<file path="src/rtl/spi_txn_pkg.sv">
package spi_txn_pkg;

  localparam int unsigned FRAME_W = 32;
  localparam int unsigned MMS_W   = 4;
  localparam int unsigned ADDR_W  = 16;
  localparam int unsigned LEN_W   = 7;

  typedef struct packed {
    logic              wr;
    logic [MMS_W-1:0]  mms;
    logic [ADDR_W-1:0] addr;
    logic [FRAME_W-1:0] wdata;
  } txn_req_t;

  typedef enum logic [2:0] {
    ST_IDLE,
    ST_LEAD,
    ST_SHIFT,
    ST_GAP,
    ST_HOLD
  } seq_state_e;

  // bit that makes the whole word odd
  function automatic logic odd_fill(input logic [FRAME_W-2:0] upper);
    return ~(^upper);
  endfunction

endpackage

</file>
<file path="src/rtl/spi_hdr_build.sv">
module spi_hdr_build
  import spi_txn_pkg::*;
(
  input  logic              wr_i,
  input  logic [MMS_W-1:0]  mms_i,
  input  logic [ADDR_W-1:0] addr_i,
  output logic [FRAME_W-1:0] hdr_o
);

  localparam logic [LEN_W-1:0] LEN_ONE_REG = '0; // count minus one

  logic [FRAME_W-2:0] upper;

  always_comb begin
    upper = {1'b0,            // control frame
             1'b0,            // header-bad, driven low
             wr_i,
             1'b0,            // auto-increment kept on
             mms_i,
             addr_i,
             LEN_ONE_REG};
    hdr_o = {upper, odd_fill(upper)};
  end

endmodule

</file>
<file path="src/rtl/spi_frame_shifter.sv">
module spi_frame_shifter #(
  parameter int unsigned FRAME_W  = 32,
  parameter int unsigned HALF_DIV = 5
) (
  input  logic               clk_i,
  input  logic               rst_ni,
  input  logic               go_i,
  input  logic [FRAME_W-1:0] tx_word_i,
  input  logic               miso_i,
  output logic               sck_o,
  output logic               mosi_o,
  output logic               done_o,
  output logic [FRAME_W-1:0] rx_word_o
);

  localparam int unsigned HCNT_W = (HALF_DIV > 1) ? $clog2(HALF_DIV) : 1;
  localparam int unsigned BCNT_W = $clog2(FRAME_W);

  logic               busy_q, sck_q, mosi_q, done_q;
  logic [HCNT_W-1:0]  hcnt_q;
  logic [BCNT_W-1:0]  bcnt_q;
  logic [FRAME_W-1:0] sh_q, rx_q;

  always_ff @(posedge clk_i or negedge rst_ni) begin
    if (!rst_ni) begin
      busy_q <= 1'b0;
      sck_q  <= 1'b0;
      mosi_q <= 1'b0;
      done_q <= 1'b0;
      hcnt_q <= '0;
      bcnt_q <= '0;
      sh_q   <= '0;
      rx_q   <= '0;
    end else begin
      done_q <= 1'b0;
      if (go_i && !busy_q) begin
        busy_q <= 1'b1;
        sck_q  <= 1'b0;
        hcnt_q <= HCNT_W'(HALF_DIV - 1);
        bcnt_q <= BCNT_W'(FRAME_W - 1);
        mosi_q <= tx_word_i[FRAME_W-1];
        sh_q   <= {tx_word_i[FRAME_W-2:0], 1'b0};
      end else if (busy_q) begin
        if (hcnt_q != '0) begin
          hcnt_q <= hcnt_q - 1'b1;
        end else begin
          hcnt_q <= HCNT_W'(HALF_DIV - 1);
          if (!sck_q) begin
            sck_q <= 1'b1;
            rx_q  <= {rx_q[FRAME_W-2:0], miso_i};
          end else begin
            sck_q <= 1'b0;
            if (bcnt_q == '0) begin
              busy_q <= 1'b0;
              done_q <= 1'b1;
              mosi_q <= 1'b0;
            end else begin
              bcnt_q <= bcnt_q - 1'b1;
              mosi_q <= sh_q[FRAME_W-1];
              sh_q   <= {sh_q[FRAME_W-2:0], 1'b0};
            end
          end
        end
      end
    end
  end

  assign sck_o     = sck_q;
  assign mosi_o    = mosi_q;
  assign done_o    = done_q;
  assign rx_word_o = rx_q;

  a_r9_go_only_when_free: assert property (@(posedge clk_i) disable iff (!rst_ni)
    go_i |-> !busy_q);
  a_r5_mosi_still_while_high: assert property (@(posedge clk_i) disable iff (!rst_ni)
    sck_q |-> $stable(mosi_q));

endmodule

</file>
<file path="src/rtl/spi_txn_seq.sv">
module spi_txn_seq
  import spi_txn_pkg::*;
#(
  parameter int unsigned HALF_DIV = 5,
  parameter int unsigned CS_LEAD  = 10,
  parameter int unsigned CS_HOLD  = 5,
  parameter int unsigned WORD_GAP = 10,
  parameter int unsigned ECHO_IDX = 2
) (
  input  logic               clk_i,
  input  logic               rst_ni,
  input  logic               req_valid_i,
  input  txn_req_t           req_i,
  output logic               req_ready_o,
  output txn_req_t           req_q_o,
  input  logic [FRAME_W-1:0] hdr_i,
  output logic               go_o,
  output logic [FRAME_W-1:0] tx_word_o,
  input  logic               shift_done_i,
  input  logic [FRAME_W-1:0] rx_word_i,
  output logic               cs_n_o,
  output logic               done_o,
  output logic               err_o,
  output logic [FRAME_W-1:0] rdata_o
);

  localparam int unsigned LEAD_WAIT  = CS_LEAD - HALF_DIV - 1;
  localparam int unsigned GAP_WAIT   = WORD_GAP - HALF_DIV - 2;
  localparam int unsigned HOLD_WAIT  = CS_HOLD - 2;
  localparam int unsigned CNT_W      = $clog2(CS_LEAD + CS_HOLD + WORD_GAP + 1);
  localparam int unsigned RD_WORDS   = ECHO_IDX + 1;
  localparam int unsigned WIDX_W     = $clog2(RD_WORDS + 1);
  localparam bit          ECHO_CHECK = (ECHO_IDX >= 2);

  seq_state_e         state_q;
  logic [CNT_W-1:0]   cnt_q;
  logic [WIDX_W-1:0]  widx_q, last_idx;
  txn_req_t           req_q;
  logic [FRAME_W-1:0] echo_q, data_q, rdata_q;
  logic               cs_n_q, done_q, err_q;
  logic               wait_state;

  assign wait_state = (state_q == ST_LEAD) || (state_q == ST_GAP);
  assign go_o       = wait_state && (cnt_q == '0);
  assign last_idx   = req_q.wr ? WIDX_W'(1) : WIDX_W'(RD_WORDS - 1);
  assign tx_word_o  = (widx_q == '0) ? hdr_i : (req_q.wr ? req_q.wdata : '0);

  always_ff @(posedge clk_i or negedge rst_ni) begin
    if (!rst_ni) begin
      state_q <= ST_IDLE;
      cnt_q   <= '0;
      widx_q  <= '0;
      req_q   <= '0;
      echo_q  <= '0;
      data_q  <= '0;
      rdata_q <= '0;
      cs_n_q  <= 1'b1;
      done_q  <= 1'b0;
      err_q   <= 1'b0;
    end else begin
      done_q <= 1'b0;
      err_q  <= 1'b0;
      unique case (state_q)
        ST_IDLE: if (req_valid_i) begin
          req_q   <= req_i;
          cs_n_q  <= 1'b0;
          cnt_q   <= CNT_W'(LEAD_WAIT);
          widx_q  <= '0;
          state_q <= ST_LEAD;
        end
        ST_LEAD, ST_GAP: begin
          if (cnt_q == '0) state_q <= ST_SHIFT;
          else             cnt_q   <= cnt_q - 1'b1;
        end
        ST_SHIFT: if (shift_done_i) begin
          if (!req_q.wr && ECHO_CHECK && widx_q == WIDX_W'(1)) echo_q <= rx_word_i;
          if (!req_q.wr && widx_q == WIDX_W'(ECHO_IDX))        data_q <= rx_word_i;
          widx_q <= widx_q + 1'b1;
          if (widx_q == last_idx) begin
            state_q <= ST_HOLD;
            cnt_q   <= CNT_W'(HOLD_WAIT);
          end else begin
            state_q <= ST_GAP;
            cnt_q   <= CNT_W'(GAP_WAIT);
          end
        end
        ST_HOLD: begin
          if (cnt_q == '0) begin
            cs_n_q  <= 1'b1;
            done_q  <= 1'b1;
            state_q <= ST_IDLE;
            if (!req_q.wr) begin
              rdata_q <= data_q;
              err_q   <= ECHO_CHECK && (echo_q != hdr_i);
            end
          end else begin
            cnt_q <= cnt_q - 1'b1;
          end
        end
        default: state_q <= ST_IDLE;
      endcase
    end
  end

  assign req_ready_o = (state_q == ST_IDLE);
  assign req_q_o     = req_q;
  assign cs_n_o      = cs_n_q;
  assign done_o      = done_q;
  assign err_o       = err_q;
  assign rdata_o     = rdata_q;

  a_r2_busy_request_ignored: assert property (@(posedge clk_i) disable iff (!rst_ni)
    (!req_ready_o && req_valid_i) |=> $stable(req_q));
  a_r10_done_single: assert property (@(posedge clk_i) disable iff (!rst_ni)
    done_o |=> !done_o);
  a_r10_rdata_held: assert property (@(posedge clk_i) disable iff (!rst_ni)
    !done_o |-> $stable(rdata_o));
  a_r9_frame_end_in_shift: assert property (@(posedge clk_i) disable iff (!rst_ni)
    shift_done_i |-> (state_q == ST_SHIFT));
  a_r6_cs_low_while_busy: assert property (@(posedge clk_i) disable iff (!rst_ni)
    (state_q == ST_GAP) |-> !cs_n_o);

endmodule

</file>
<file path="src/rtl/spi_reg_master.sv">
module spi_reg_master
  import spi_txn_pkg::*;
#(
  parameter int unsigned CLK_DIV  = 10,
  parameter int unsigned CS_LEAD  = 10,
  parameter int unsigned CS_HOLD  = 5,
  parameter int unsigned WORD_GAP = 10,
  parameter int unsigned ECHO_IDX = 2
) (
  input  logic        clk_i,
  input  logic        rst_ni,
  input  logic        req_valid_i,
  output logic        req_ready_o,
  input  logic        req_write_i,
  input  logic [3:0]  req_mms_i,
  input  logic [15:0] req_addr_i,
  input  logic [31:0] req_wdata_i,
  output logic        done_o,
  output logic        err_o,
  output logic [31:0] rdata_o,
  output logic        spi_cs_no,
  output logic        spi_sck_o,
  output logic        spi_mosi_o,
  input  logic        spi_miso_i
);

  localparam int unsigned HALF_DIV = CLK_DIV / 2;

  txn_req_t           req_in, req_q;
  logic [FRAME_W-1:0] hdr, tx_word, rx_word;
  logic               go, shift_done;

  assign req_in = '{wr: req_write_i, mms: req_mms_i, addr: req_addr_i, wdata: req_wdata_i};

  spi_hdr_build i_hdr (
    .wr_i   (req_q.wr),
    .mms_i  (req_q.mms),
    .addr_i (req_q.addr),
    .hdr_o  (hdr)
  );

  spi_txn_seq #(
    .HALF_DIV (HALF_DIV),
    .CS_LEAD  (CS_LEAD),
    .CS_HOLD  (CS_HOLD),
    .WORD_GAP (WORD_GAP),
    .ECHO_IDX (ECHO_IDX)
  ) i_seq (
    .clk_i        (clk_i),
    .rst_ni       (rst_ni),
    .req_valid_i  (req_valid_i),
    .req_i        (req_in),
    .req_ready_o  (req_ready_o),
    .req_q_o      (req_q),
    .hdr_i        (hdr),
    .go_o         (go),
    .tx_word_o    (tx_word),
    .shift_done_i (shift_done),
    .rx_word_i    (rx_word),
    .cs_n_o       (spi_cs_no),
    .done_o       (done_o),
    .err_o        (err_o),
    .rdata_o      (rdata_o)
  );

  spi_frame_shifter #(
    .FRAME_W  (FRAME_W),
    .HALF_DIV (HALF_DIV)
  ) i_shift (
    .clk_i     (clk_i),
    .rst_ni    (rst_ni),
    .go_i      (go),
    .tx_word_i (tx_word),
    .miso_i    (spi_miso_i),
    .sck_o     (spi_sck_o),
    .mosi_o    (spi_mosi_o),
    .done_o    (shift_done),
    .rx_word_o (rx_word)
  );

  a_r5_sck_idle_low: assert property (@(posedge clk_i) disable iff (!rst_ni)
    spi_cs_no |-> !spi_sck_o);
  a_r1_ready_cs_high: assert property (@(posedge clk_i) disable iff (!rst_ni)
    req_ready_o |-> spi_cs_no);
  a_r10_done_cs_high: assert property (@(posedge clk_i) disable iff (!rst_ni)
    done_o |-> (spi_cs_no && req_ready_o));

endmodule

</file>
<file path="config.mk">
export PLATFORM = sky130hd
export DESIGN_NAME = spi_reg_master
export DESIGN_NICKNAME = d
export VERILOG_FILES = /design/src/rtl/spi_txn_pkg.sv /design/src/rtl/spi_hdr_build.sv /design/src/rtl/spi_frame_shifter.sv /design/src/rtl/spi_txn_seq.sv /design/src/rtl/spi_reg_master.sv
export SDC_FILE = /design/constraint.sdc
export NUM_CORES = 1
export LEC_CHECK = 0
export BUFFER_PORTS_ARGS = -buffer_cell sky130_fd_sc_hd__buf_2
export CORE_MARGIN = 1.5
export CORE_UTILIZATION = 30
export CTS_BUF_LIST = sky130_fd_sc_hd__clkbuf_4
export CTS_CLUSTER_DIAMETER = 80
export DETAILED_ROUTE_END_ITERATION = 8
export PLACE_DENSITY = 0.43
export SLEW_MARGIN = 20
export SYNTH_ARGS = -nofsm -noshare
export SYNTH_HDL_FRONTEND = slang
export SYNTH_SLANG_ARGS = --single-unit
</file>
<file path="constraint.sdc">
create_clock -name clk_i -period 2.4 [get_ports clk_i]
set_input_delay 0.12 -clock clk_i [delete_from_list [all_inputs] [get_ports clk_i]]
set_output_delay 0.12 -clock clk_i [all_outputs]
set_load 0.005 [all_outputs]
</file>
; Word level (Yosys, flattened, before mapping)
; Cells that the tools add are included.
[word_totals]
regBits = 238
in_bits = 57
output_inout_bits = 38
word_cells = 133
[classes]
addsub = 4
n_eq_ne = 15
muxes = 56
n_bitwise = 5
n_reduce_logical = 32
[ops]
columns = cell, n
row1 = two-way mux 32 bit, 7
row2 = two-way mux 5 bit, 8
row3 = inequality test 32 x 30 -> 1 bit, 1
row4 = XOR reduction 31 bit, 1
row5 = two-way mux 1 bit, 26
row6 = two-way mux 3 bit, 8
row7 = AND reduction 3 bit, 6
row8 = AND reduction 4 bit, 4
row9 = case mux 5 bit (3 select lines), 1
row10 = case mux 3 bit (4 select lines), 1
row11 = zero test 5 bit, 2
row12 = "inequality test 2 x 1 -> 1 bit, second input constant", 5
row13 = "subtractor 5 x 1 -> 5 bit, second input constant", 2
row14 = nonzero test 2 bit, 4
row15 = "equality test 3 x 2 -> 1 bit, second input constant", 2
row16 = two-way mux 2 bit, 3
row17 = nonzero test 3 bit, 2
row18 = inverter 1 bit, 5
row19 = logical AND 1 bit, 4
row20 = "inequality test 2 bit, second input constant", 2
row21 = case mux 2 bit (2 select lines), 1
row22 = AND reduction 2 bit, 2
row23 = "equality test 3 x 1 -> 1 bit, second input constant", 1
row24 = "equality test 3 bit, second input constant", 1
row25 = 12 further kinds, 13

; Longest topological paths before layout
; Gate-level depths: netlist (run 1).
[depth]
depth_word = 6
depth_mapped = 9
mapped_depth_nobuf = 7

; Modules after synthesis
; A second synthesis (run 1) with hierarchy kept.
[unflattened]
cells_unflattened = 831
hier_area_um2 = 10802.9
[by_module_without_submodules]
columns = mod, instances, cells_each, area_per_inst_um2, seq_area_each_um2
row1 = spi_txn_seq, 1, 484, 7135.6, 4055.1
row2 = spi_frame_shifter, 1, 296, 3250.6, 1876.8
row3 = spi_hdr_build, 1, 51, 416.6, 0.0

; Least setup slack after synthesis (run 1)
; No wires, ideal clock.
[synth_path]
path_type = register -> register
startpoint = register i_seq.cnt_q[0]
endpoint = register i_seq.rdata_q[10], in the netlist i_seq.rdata_o[10]
setup_ns = 0.125
arrival_time_ns = 1.902
t_required_ns = 2.275
slack_ns = 0.373
stages_incl_launch_ff = 8
n_path_buf = 1
period_less_slack_ns = 2.027
path_cell_list = dfrtp_1 > inv_1 > ha_1 > nor4b_2 > nand2_1 > nor2_1 > buf_4 > mux2_2
[synth_via]
elab_chain_cells = 2
[synth_lines]
columns = element, line_no
row1 = start: declaration, spi_txn_seq.sv:36  ; logic [CNT_W-1:0] cnt_q;
row2 = start signal: assignment, spi_txn_seq.sv:67  ; cnt_q <= CNT_W'(LEAD_WAIT);
row3 = start signal: assignment, spi_txn_seq.sv:73  ; else cnt_q <= cnt_q - 1'b1;
row4 = start signal: assignment, spi_txn_seq.sv:81  ; cnt_q <= CNT_W'(HOLD_WAIT);
row5 = zero test 5 bit, spi_txn_seq.sv:88  ; if (cnt_q == '0) begin
row6 = AND reduction 3 bit (no source line), --
row7 = end signal: assignment, spi_txn_seq.sv:93  ; rdata_q <= data_q;
row8 = end: declaration, spi_txn_seq.sv:39  ; logic [FRAME_W-1:0] echo_q, data_q, rdata_q;
; No other way between the ends.
; A chain may end at the register's enable or synchronous reset.

; Final worst setup path (run 1)
[layout_path]
startpoint = register i_seq.req_q_o[48] (netlist name)
endpoint = register i_shift.sh_q[1]
[layout_via]
elab_chain_cells = 4
[layout_lines]
columns = element, line_no
row1 = XOR reduction 31 bit, spi_txn_pkg.sv:25  ; return ~(^upper);
row2 = inverter 1 bit, spi_txn_pkg.sv:25
row3 = two-way mux 32 bit, spi_txn_seq.sv:46  ; assign tx_word_o = (widx_q == '0) ? hdr_i : (req_q.wr ? req_q.wdata : '0);
row4 = two-way mux 32 bit, spi_frame_shifter.sv:36  ; if (go_i && !busy_q) begin
row5 = end signal: assignment, spi_frame_shifter.sv:42  ; sh_q <= {tx_word_i[FRAME_W-2:0], 1'b0};
row6 = end signal: assignment, spi_frame_shifter.sv:60  ; sh_q <= {sh_q[FRAME_W-2:0], 1'b0};
row7 = end: declaration, spi_frame_shifter.sv:22  ; logic [FRAME_W-1:0] sh_q, rx_q;
; No other way between the ends.

==> summary.txt, run 1 <==
Status
  • Outcome: finished, final reports clean

Power
  • Peak VDD IR: 0.258 mV
  • Leakage: between 6 and 7 nW
  • Tot Pwr: between 8 and 9 mW
  • Power density over cell area: 671 nW/um2

Floorplan
  • IO Count: 95
  • Rows: 66
  • Die Wd: 185 um
  • Core box area: 32600 um2
  • Initial core utilization: 30.5%
  • Die Span Y: roughly 190 um
  • DIE AREA: 34300 um2

STA
  • Final hold viol count: 0
  • Tmin final: 2.18 ns
  • WHS: 0.0290 ns
  • Period utilization: 90.8%
  • # setup viols final: 0
  • Slew Viols, Final: 0
  • Clk_skew: 0.0261 ns
  • Worst Tran Pin Value: between 0.6 and 0.7 ns
  • Setup WS post-layout: 0.220 ns
  • Relative slew slack: 58.6%
  • Fmax: 459 MHz
  • Final setup TNS: 0 ns
  • RSZ-0062 raised after global routing: no

Routing
  • Mean number of vias per cell: 4.66
  • DR DRC count: 0
  • Final wirelength: roughly 24000 um
  • Detail Route Antenna Nets: 0
  • Wirelength per Cell: 16.6 um
  • Drt initial violations: approximately 310
  • Drt pass-1 iters: 5
  • Vias: 6682

Finish
  • Final core utilization: 38.5%
  • Fill cells: between 3k and 4k
  • Nets: 1004
  • Storage element area: slightly below 6000 um2
  • Area of the multi-input gates: about 3800 um2
  • Layout cells sized above 1: 42.6%
  • Layout area overhead: 26.2%

Yosys
  • Ys async rst share: 100%
  • Synth cell types: 49
  • Syn_nets: 795
  • Sequential fraction of the synthesis area: 59.6%
  • Post-synth EDFFs: 0
  • Cell count after synthesis: 731
  • Average size of a mapped cell: 13.6 um2
  • Yosys Warn Count: 0
  • Synth Flop Type: dfrtp_1
  • Synthesized cell area: 9950 um2
  • Register bit total from synthesis: about 240

Clocking
  • CTS tree: done
  • Register clock-pin slew on the reported worst setup and hold paths: 0.07 ns
  • Clk_lat worst skew: 0.65 ns
  • H-Tree Depth: 3
  • CTS sink cnt: 237
  • Clock Tree Buf Depth: 3
  • CTS buffer count: 71
  • Root Buffer: clkbuf_4
  • Post-CTS setup buffers: 0

Setup path
  • Crit-path slowest cell: xnor3_2
  • Worst setup SP type: flip-flop
  • CP required: slightly below 3 ns
  • Critical path arrival: approximately 2.7 ns
  • Crit path kind: flip-flop to flip-flop
  • CP cell instances: xnor3_1, xnor3_1, xnor3_2, xnor2_1, o211ai_1
  • Crit-path max cell delay: approximately 0.48 ns
  • CP most frequent cell: xnor3_1
  • Type of element capturing the critical path: flip-flop
  • Worst-path fanout max: 4
  • Cells on worst reg2reg path: 5

Worst hold path
  • Worst Hold Class: input port to async pin

Placement
  • Setup WS pre-CTS: 0.139 ns
  • Placer congestion estimate: around 0.80
  • Port bufs: 94
  • Post-DP HPWL: 15900 um

GRT
  • Initial antenna violation count: 1
  • First-pass GRT wire length: 39400 um
  • Gr usage total: 14.9%
  • Remaining Overflow, GRT: 0
  • Largest net degree at the start of global routing: 73
  • Number of global-route vias before repair: 7254

Flow run
  • Max-cap violations: 0
==> per-stage QoR <==
| stage | cell area, um2 | cells |
|---|---|---|
| floorplan | 9950 | 731 |
| global placement | 11100 | 1254 |
| detailed placement | 11100 | 1254 |
| CTS | 12500 | 1432 |
| global route | 12600 | 1433 |
| finish | 12600 | 1433 |
==> report_power, final <==
group	switching, mW	leakage [nW]	internal [mW]	total (mW)
Clock	1.74	0.521	2.13	3.87
Sequential	0.0621	3.23	4.05	4.11
Combinational	0.209	2.59	0.245	0.454
==> path summary, 6_finish.rpt <==
path / startpoint / slack, ns / end
min reg2reg: i_seq.cs_n_o / 0.49 / i_seq.cs_n_o
max: i_seq.req_q_o[48] / 0.22 / i_shift.sh_q[1]
min in group clk_i: req_valid_i / 0.04 / i_seq.state_q[0]
max reg2reg: i_seq.req_q_o[48] / 0.22 / i_shift.sh_q[1]
max in group asynchronous: rst_ni / 1.54 / i_shift.rx_word_o[10]
min: rst_ni / 0.03 / i_seq.req_q_o[10]
==> sequential cells by signal (all words and copies together), names as in the netlist, 2 cells and up <==
name / flops
i_seq.req_q_o: 53
i_seq.data_q: 32
i_seq.echo_q: 32
i_seq.rdata_o: 32
i_shift.rx_word_o: 32
i_shift.sh_q: 31
i_seq.cnt_q: 5
i_shift.bcnt_q: 5
i_seq.state_q: 3
i_shift.hcnt_q: 3
i_seq.widx_q: 2
==> placed cells by master, fill, tap and decap left out, drive strengths merged, types with 6 or more instances in the layout <==
| cell type | instances |
|---|---|
| a21oi | 9 |
| a221o | 7 |
| a221oi | 20 |
| a31oi | 23 |
| and3 | 8 |
| buf | 122 |
| clkbuf | 100 |
| clkinv | 18 |
| dfrtp | 236 |
| dlygate4sd3 | 55 |
| ha | 7 |
| inv | 13 |
| mux2 | 181 |
| nand2 | 60 |
| nor2 | 20 |
| nor3 | 6 |
| nor4 | 9 |
| xnor2 | 20 |
| xor2 | 21 |
==> cell usage after synthesis, types with 2 or more instances <==
cell type / count / share of area [%]
dfrtp_1: 236 / 59
mux2_2: 180 / 20
nand2_1: 60 / 2.3
a31oi_1: 23 / 1.4
buf_2: 23 / 1.2
xor2_1: 21 / 1.8
a221oi_1: 20 / 1.8
nor2_1: 20 / 0.75
xnor2_1: 20 / 1.8
clkbuf_1: 14 / 0.53
inv_1: 12 / 0.45
a21oi_1: 9 / 0.45
nor4_1: 9 / 0.57
and3_1: 8 / 0.50
a221o_1: 7 / 0.70
ha_1: 7 / 0.88
nor3_1: 6 / 0.30
nand3_1: 5 / 0.25
o21ai_0: 5 / 0.25
buf_4: 3 / 0.23
nand4_1: 3 / 0.19
nor2b_1: 3 / 0.19
o21a_1: 3 / 0.23
xnor3_1: 3 / 0.68
a211oi_1: 2 / 0.15
a21o_1: 2 / 0.15
a22o_1: 2 / 0.18
a22oi_1: 2 / 0.15
nand2b_1: 2 / 0.13
o211ai_1: 2 / 0.15
==> layer usage <==
| metal | up-vias | share of wire (%) | track usage (%) |
|---|---|---|---|
| met4 | 0 | 2.7 | 6.18 |
| met1 | 3373 | 46 | 19.7 |
| met2 | 164 | 47 | 23.4 |
| li1 | 3093 | - | - |
| met5 | - | 0 | 0 |
| met3 | 52 | 4.3 | 3.52 |
==> layout make-up <==
class,instances,area share [%]
antenna,1,0.0199
tap,442,4.40
clock buffer,100,5.97
sequential,237,47.2
clock inverter,23,1.17
inverter,12,0.358
multi-input combinational,441,30.5
timing repair buffer,177,10.4
==> critical path, delay by kind of cell (launching register included) <==
kind	cells	cell delay, ns
XOR/XNOR	4	1.45
flip-flops	1	0.47
AO/OA/AOI/OAI	1	0.13
==> kinds of logic after synthesis <==
logic type / count (synthesis) / share of synthesized area, %
flops: 237 / 59.6
mux: 182 / 20.6
simple gates: 125 / 5.98
compound gates: 82 / 6.03
buf+inv: 53 / 2.40
xor+xnor: 45 / 4.53
fa+ha+maj: 7 / 0.880
==> repair_timing <==
action                     4_1_cts  5_1_grt
hold buffers                    55        0
setup endpoints to repair        0       19
gates resized for setup          0        7
hold endpoints to repair       290        0
No activity file was read; power rests on OpenSTA's default activity.
==> run 2, diff against run 1 <==
CORE_UTILIZATION = 61   (was 30)
PLACE_DENSITY = 0.79   (was 0.43)
SLEW_MARGIN = default   (was 20)
==> run 2 against run 1 <==
  * Worst setup slack lost 0.13 ns
  * Clock skew increased by 0.027 ns
  * Clock-buffer cell count is 16 lower
  * Design area decreased by 3.9%
  * Register-to-register slack lost 0.13 ns
  * Critical path depth is 3 higher
  * Utilization rose by 38 points
  * First-iteration DRC count up 42%
  * Critical endpoint is now i_shift.sh_q[30]
  * Largest cell class unchanged
  * Largest power group unchanged
==> summary.txt, run 2 (same netlist as run 1, synthesis figures left out) <==
Setup path
  • CP cell instances: inv_1, ha_1, or4b_1, nand2b_1, buf_4, nand2_1, and3_1, a21oi_1
  • WP depth: 8
  • Worst setup SP type: flip-flop
  • Cells on worst reg2reg path: 8
  • Crit-path max cell delay: 0.49 ns
  • Critical path arrival: 2.89 ns
  • Bufs and invs on worst path: 2
  • Worst-path fanout max: 25
  • Cell family with most CP delay: simple AND/OR/NAND/NOR gates
  • Crit path kind: flip-flop to flip-flop
  • CP required: 2.98 ns
  • Type of element capturing the critical path: flip-flop
  • Crit-path slowest cell: or4b_1

GRT
  • Largest net degree at the start of global routing: 56
  • Number of global-route vias before repair: 6952
  • First-pass GRT wire length: 35500 um
  • Initial antenna violation count: 1
  • Remaining Overflow, GRT: 0
  • Gr usage total: 27.1%

Power
  • Peak VDD IR: slightly above 0.5 mV
  • Leakage: ~6.2 nW
  • Power Internal: between 6 and 7 mW
  • Clk pwr share: about 43%
  • Sequential group share of total power: roughly half
  • Power density over cell area: 656 nW/um2
  • Net Switching: 1.82 mW
  • Switching share of power: 23.0%
  • Comb pwr share: under 10%

Floorplan
  • Die Wd: approximately 130 um
  • Die Span Y: about 130 um
  • Rows: 46
  • IO Count: 95
  • DIE AREA: 17100 um2
  • Core box area: 15900 um2
  • Initial core utilization: a little over three fifths

Finish
  • Layout cells sized above 1: approximately 41%
  • Nets: between 900 and 1k
  • Commonest non-fill, non-tap cell in the layout: dfrtp_1
  • Final core utilization: 76.0%
  • Layout area overhead: 21.4%
  • Fill cells: between 1k and 1.5k
  • Max reg flops: 53
  • Commonest cells after routing, fill and taps aside: 236 x dfrtp_1, 180 x mux2_2, 93 x buf_2

STA
  • Relative slew slack: roughly two thirds
  • Fmax: 433 MHz
  • Slew Viols, Final: 0
  • # setup viols final: 0
  • Worst Tran Pin Value: a little under 0.5 ns
  • Tmin final: 2.31 ns
  • Final setup TNS: 0 ns
  • Period utilization: 96.2%
  • Clk_skew: 0.0532 ns
  • RSZ-0062 raised after global routing: no
  • Final hold viol count: 0

Routing
  • Mean number of vias per cell: 5.67
  • DR DRC count: 0
  • Wirelength per Cell: 18.7 um
  • Vias: 6684
  • Drt initial violations: 443
  • Final wirelength: about 22000 um
  • Drt pass-1 iters: 5
  • Detail Route Antenna Nets: 0

Clocking
  • Register clock-pin slew on the reported worst setup and hold paths: 0.09 ns
  • CTS buffer count: 58
  • Clock Tree Buf Depth: 3
  • Clk_lat worst skew: 0.68 ns
  • Root Buffer: clkbuf_4
  • CTS tree: done
  • H-Tree Depth: 2
  • CTS sink cnt: 237

Placement
  • Placer congestion estimate: 0.862
  • Post-DP HPWL: roughly 14000 um
  • Port bufs: 94

Flow run
  • Max-cap violations: 0

Status
  • Outcome: finished, final reports clean

Worst hold path
  • Worst Hold Class: input port to flip-flop
  • Hold-critical path depth: 5
-- run 2: cell types whose count changed in the layout (fill, tap and decap cells not counted), moves of 2 or more --
cell,change
a221oi_2,-3
buf_4,-9
clkinv_1,-4
buf_12,+2
a221oi_1,+3
clkinvlp_4,-2
clkbuf_4,-16
-- run 2: routing by layer --
layer,track usage (%),vias to the layer above,part of all wire (%),routed length (um)
met5,0,-,0,0
met4,10.4,0,2.7,604
met3,5.09,50,5.0,1100
met2,43.9,254,49,10800
met1,36.9,3342,43,9580
li1,-,3038,-,-
-- run 2: per-stage QoR --
step                      total power, mW  hold WS (ns)  setup slack, ns  cell area [um2]  cells
after floorplan                      4.34        -0.176            0.373             9950    731
after global placement               4.53         0.101            0.286            10700   1019
after detailed placement             4.54         0.103            0.185            10700   1019
after CTS                            7.99        0.0488            0.163            12100   1177
after global routing                 8.27         0.124           0.0183            12100   1178
final                                7.92         0.115           0.0914            12100   1178
-- run 2: layout make-up --
type | count | area, um2 | share of cell area [%]
flip-flops and latches | 237 | 5930 | 49.1
multi-input cells | 441 | 3800 | 31.4
repair buffers | 170 | 1280 | 10.6
clock buffers | 84 | 631 | 5.22
well taps | 216 | 270 | 2.24
clock inverters | 17 | 121 | 1.00
inverters | 12 | 45.0 | 0.373
diodes | 1 | 2.50 | 0.0207
-- run 2: what timing repair did --
item,CTS,global route
hold endpoints to repair,291,0
gates resized for setup,0,2
hold buffers,57,0
buffers inserted,0,0
endpoints found under the setup margin,0,2
-- run 2: worst reg2reg max path, cell delays in order (launching register included) --
cell      delay, ns
dfrtp_1        0.41
inv_1          0.09
ha_1           0.15
or4b_1         0.49
nand2b_1       0.33
buf_4          0.36
nand2_1        0.08
and3_1         0.16
a21oi_1        0.12
-- run 2: path summary, 6_finish.rpt --
check / from / slack, ns / to
worst max-delay path: i_shift.bcnt_q[0] / 0.09 / i_shift.sh_q[30]
worst min-delay path: req_valid_i / 0.12 / i_seq.state_q[0]
worst max register to register: i_shift.bcnt_q[0] / 0.09 / i_shift.sh_q[30]
worst min register to register: i_seq.rdata_o[0] / 0.50 / i_seq.rdata_o[0]
max in group asynchronous: rst_ni / 1.37 / i_seq.echo_q[10]
min in group asynchronous: rst_ni / 0.46 / i_seq.state_q[0]
-- run 2: power groups by stage --
stage | Clock (mW) | Sequential (mW) | Combinational (mW)
global placement | 0 | 4.18 | 0.356
CTS | 3.44 | 4.10 | 0.447
floorplan | 0 | 4.15 | 0.189
finish | 3.37 | 4.10 | 0.446
detailed placement | 0 | 4.18 | 0.366
global route | 3.68 | 4.11 | 0.487
==> run 3, diff against run 2 <==
REMOVE_ABC_BUFFERS = 1   (was default)
==> run 3 against run 2 <==
  * Clock skew up 0.019 ns
  * Sequential power is essentially flat
  * Final cell count increased by 0.59%
  * Largest power group unchanged
  * Sequential share of layout area up 0.071 points
  * Critical path type unchanged
==> summary.txt, run 3 (same netlist as run 1, synthesis figures left out) <==
Status
  • Outcome: finished, final reports clean

STA
  • Clk_skew: roughly 0.07 ns
  • WHS: 0.0943 ns
  • RSZ-0062 raised after global routing: no
  • # setup viols final: 0
  • Tmin final: 2.21 ns
  • Relative slew slack: about two thirds
  • Worst Tran Pin Value: 0.523 ns
  • Fmax: about 450 MHz
  • Period utilization: 92.2%
  • Slew Viols, Final: 0
  • Final hold viol count: 0

Worst hold path
  • Hold endpoint: i_seq.cs_n_o
  • Hold-critical path depth: 4
  • Worst Hold Class: input port to flip-flop
  • Hold path start: req_valid_i

Placement
  • Post-DP HPWL: about 13000 um
  • Placer congestion estimate: about 0.83
  • Port bufs: 94

Routing
  • WL met1: 8840 um
  • DR WL met2: 10500 um
  • Drt initial violations: ~430
  • Drt pass-1 iters: 5
  • Wirelength per Cell: ~18 um
  • Final wirelength: 21000 um
  • Detail Route Antenna Nets: 0
  • Top routing layer used: met4
  • Vias: ~6.6k
  • Mean number of vias per cell: ~5.6
  • DR DRC count: 0
  • Met3 wire length: ~1000 um

Floorplan
  • Die Wd: between 100 and 150 um
  • Core box area: 15900 um2
  • Initial core utilization: 62.7%
  • Rows: between 40 and 50
  • IO Count: 95
  • Die Span Y: 131 um
  • DIE AREA: 17100 um2

GRT
  • Remaining Overflow, GRT: 0
  • Number of global-route vias before repair: 6890
  • First-pass GRT wire length: 34200 um
  • Gr usage total: 25.9%
  • Initial antenna violation count: 1
  • Largest net degree at the start of global routing: 68

Setup path
  • Worst setup SP type: flip-flop
  • Crit-path max cell delay: 0.39 ns
  • Bufs and invs on worst path: 2
  • Worst r2r src: i_seq.cnt_q[0]
  • WP depth: 8
  • Type of element capturing the critical path: flip-flop
  • Crit-path slowest cell: dfrtp_1
  • R2R Setup Slk: 0.19 ns
  • Cell family with most CP delay: simple AND/OR/NAND/NOR gates
  • Crit path kind: flip-flop to flip-flop
  • RR Endpoint: i_shift.sh_q[3]
  • CP required: ~3 ns
  • Critical path arrival: about 2.7 ns
  • CP cell instances: inv_1, ha_1, nor4b_2, nand2_1, or2_1, buf_12, and3_1, a221o_1
  • Worst-path fanout max: about 60
  • Cells on worst reg2reg path: 8

Finish
  • Nets: 988
  • Commonest non-fill, non-tap cell in the layout: dfrtp_1
  • Final core utilization: 75.9%
  • Layout cells sized above 1: 40.7%
  • Layout area overhead: 21.2%
  • Commonest cells after routing, fill and taps aside: 236 x dfrtp_1, 180 x mux2_2, 93 x buf_2
  • Max reg flops: 53

Clocking
  • Post-CTS setup buffers: 0
  • CTS sink cnt: 237
  • Register clock-pin slew on the reported worst setup and hold paths: 0.07 ns
  • Clk_lat worst skew: 0.71 ns
  • H-Tree Depth: 2
  • Clock Tree Buf Depth: 3
  • CTS tree: done
  • Root Buffer: clkbuf_4
  • CTS buffer count: 59

Power
  • Leakage: 6.23 nW
  • Peak VDD IR: ~0.39 mV
  • Power density over cell area: 639 nW/um2

Flow run
  • Max-cap violations: 0
[run 3: per-layer routing]
metal | GRT usage (%) | vias up
met3 | 5.09 | 51
met5 | 0 | -
met1 | 33.6 | 3299
met4 | 10.1 | 0
met2 | 43.5 | 188
li1 | - | 3048
[run 3: report_power, final]
group	switching [mW]	internal [mW]	total (mW)
combinational	0.196	0.241	0.437
clock	1.59	1.57	3.16
sequential	0.0594	4.04	4.10
total	1.85	5.85	7.70
[run 3: worst max path at each step]
stage                      startpoint               end  slack [ns]
floorplan            i_seq.state_q[0]  i_seq.req_q_o[0]       -4.60
global placement       i_seq.cnt_q[0]    i_seq.cnt_q[2]        0.30
detailed placement  i_shift.hcnt_q[0]   i_shift.sh_q[3]        0.15
CTS                 i_shift.hcnt_q[0]   i_shift.sh_q[3]        0.15
global route           i_seq.cnt_q[0]   i_shift.sh_q[3]        0.03
finish                 i_seq.cnt_q[0]   i_shift.sh_q[3]        0.19
[run 3: repair_timing]
item | 4_1_cts | 5_1_grt
resized for setup | 0 | 2
setup endpoints to repair | 0 | 3
hold buffers | 57 | 0
hold endpoints to repair | 290 | 0
[run 3: tightest hold or removal path, cell delays in order]
cell and delay (ns):
buf_2 0.11, nor4b_2 0.17, buf_4 0.16, o21ai_0 0.14
[run 3: area by class of cell]
| cell class | count | area (um2) |
|---|---|---|
| Sequential cell | 237 | 5930 |
| Fill cell | 1036 | 3820 |
| Multi-Input combinational cell | 441 | 3800 |
| Timing Repair Buffer | 173 | 1300 |
| Clock buffer | 81 | 608 |
| Tap cell | 216 | 270 |
| Clock inverter | 24 | 101 |
| Inverter | 12 | 45.0 |
| Antenna cell | 1 | 2.50 |
[run 3: metrics by stage]
step           power [mW]  area (um2)  setup TNS (ns)  cells  setup slack, ns
6_report             7.70       12100               0   1185            0.188
5_1_grt              8.05       12100               0   1185           0.0264
4_1_cts              7.74       12100               0   1184            0.148
3_5_place_dp         4.54       10800               0   1022            0.152
3_3_place_gp         4.53       10800               0   1022            0.302
2_1_floorplan        4.34        9760         -299.92    690            -4.60
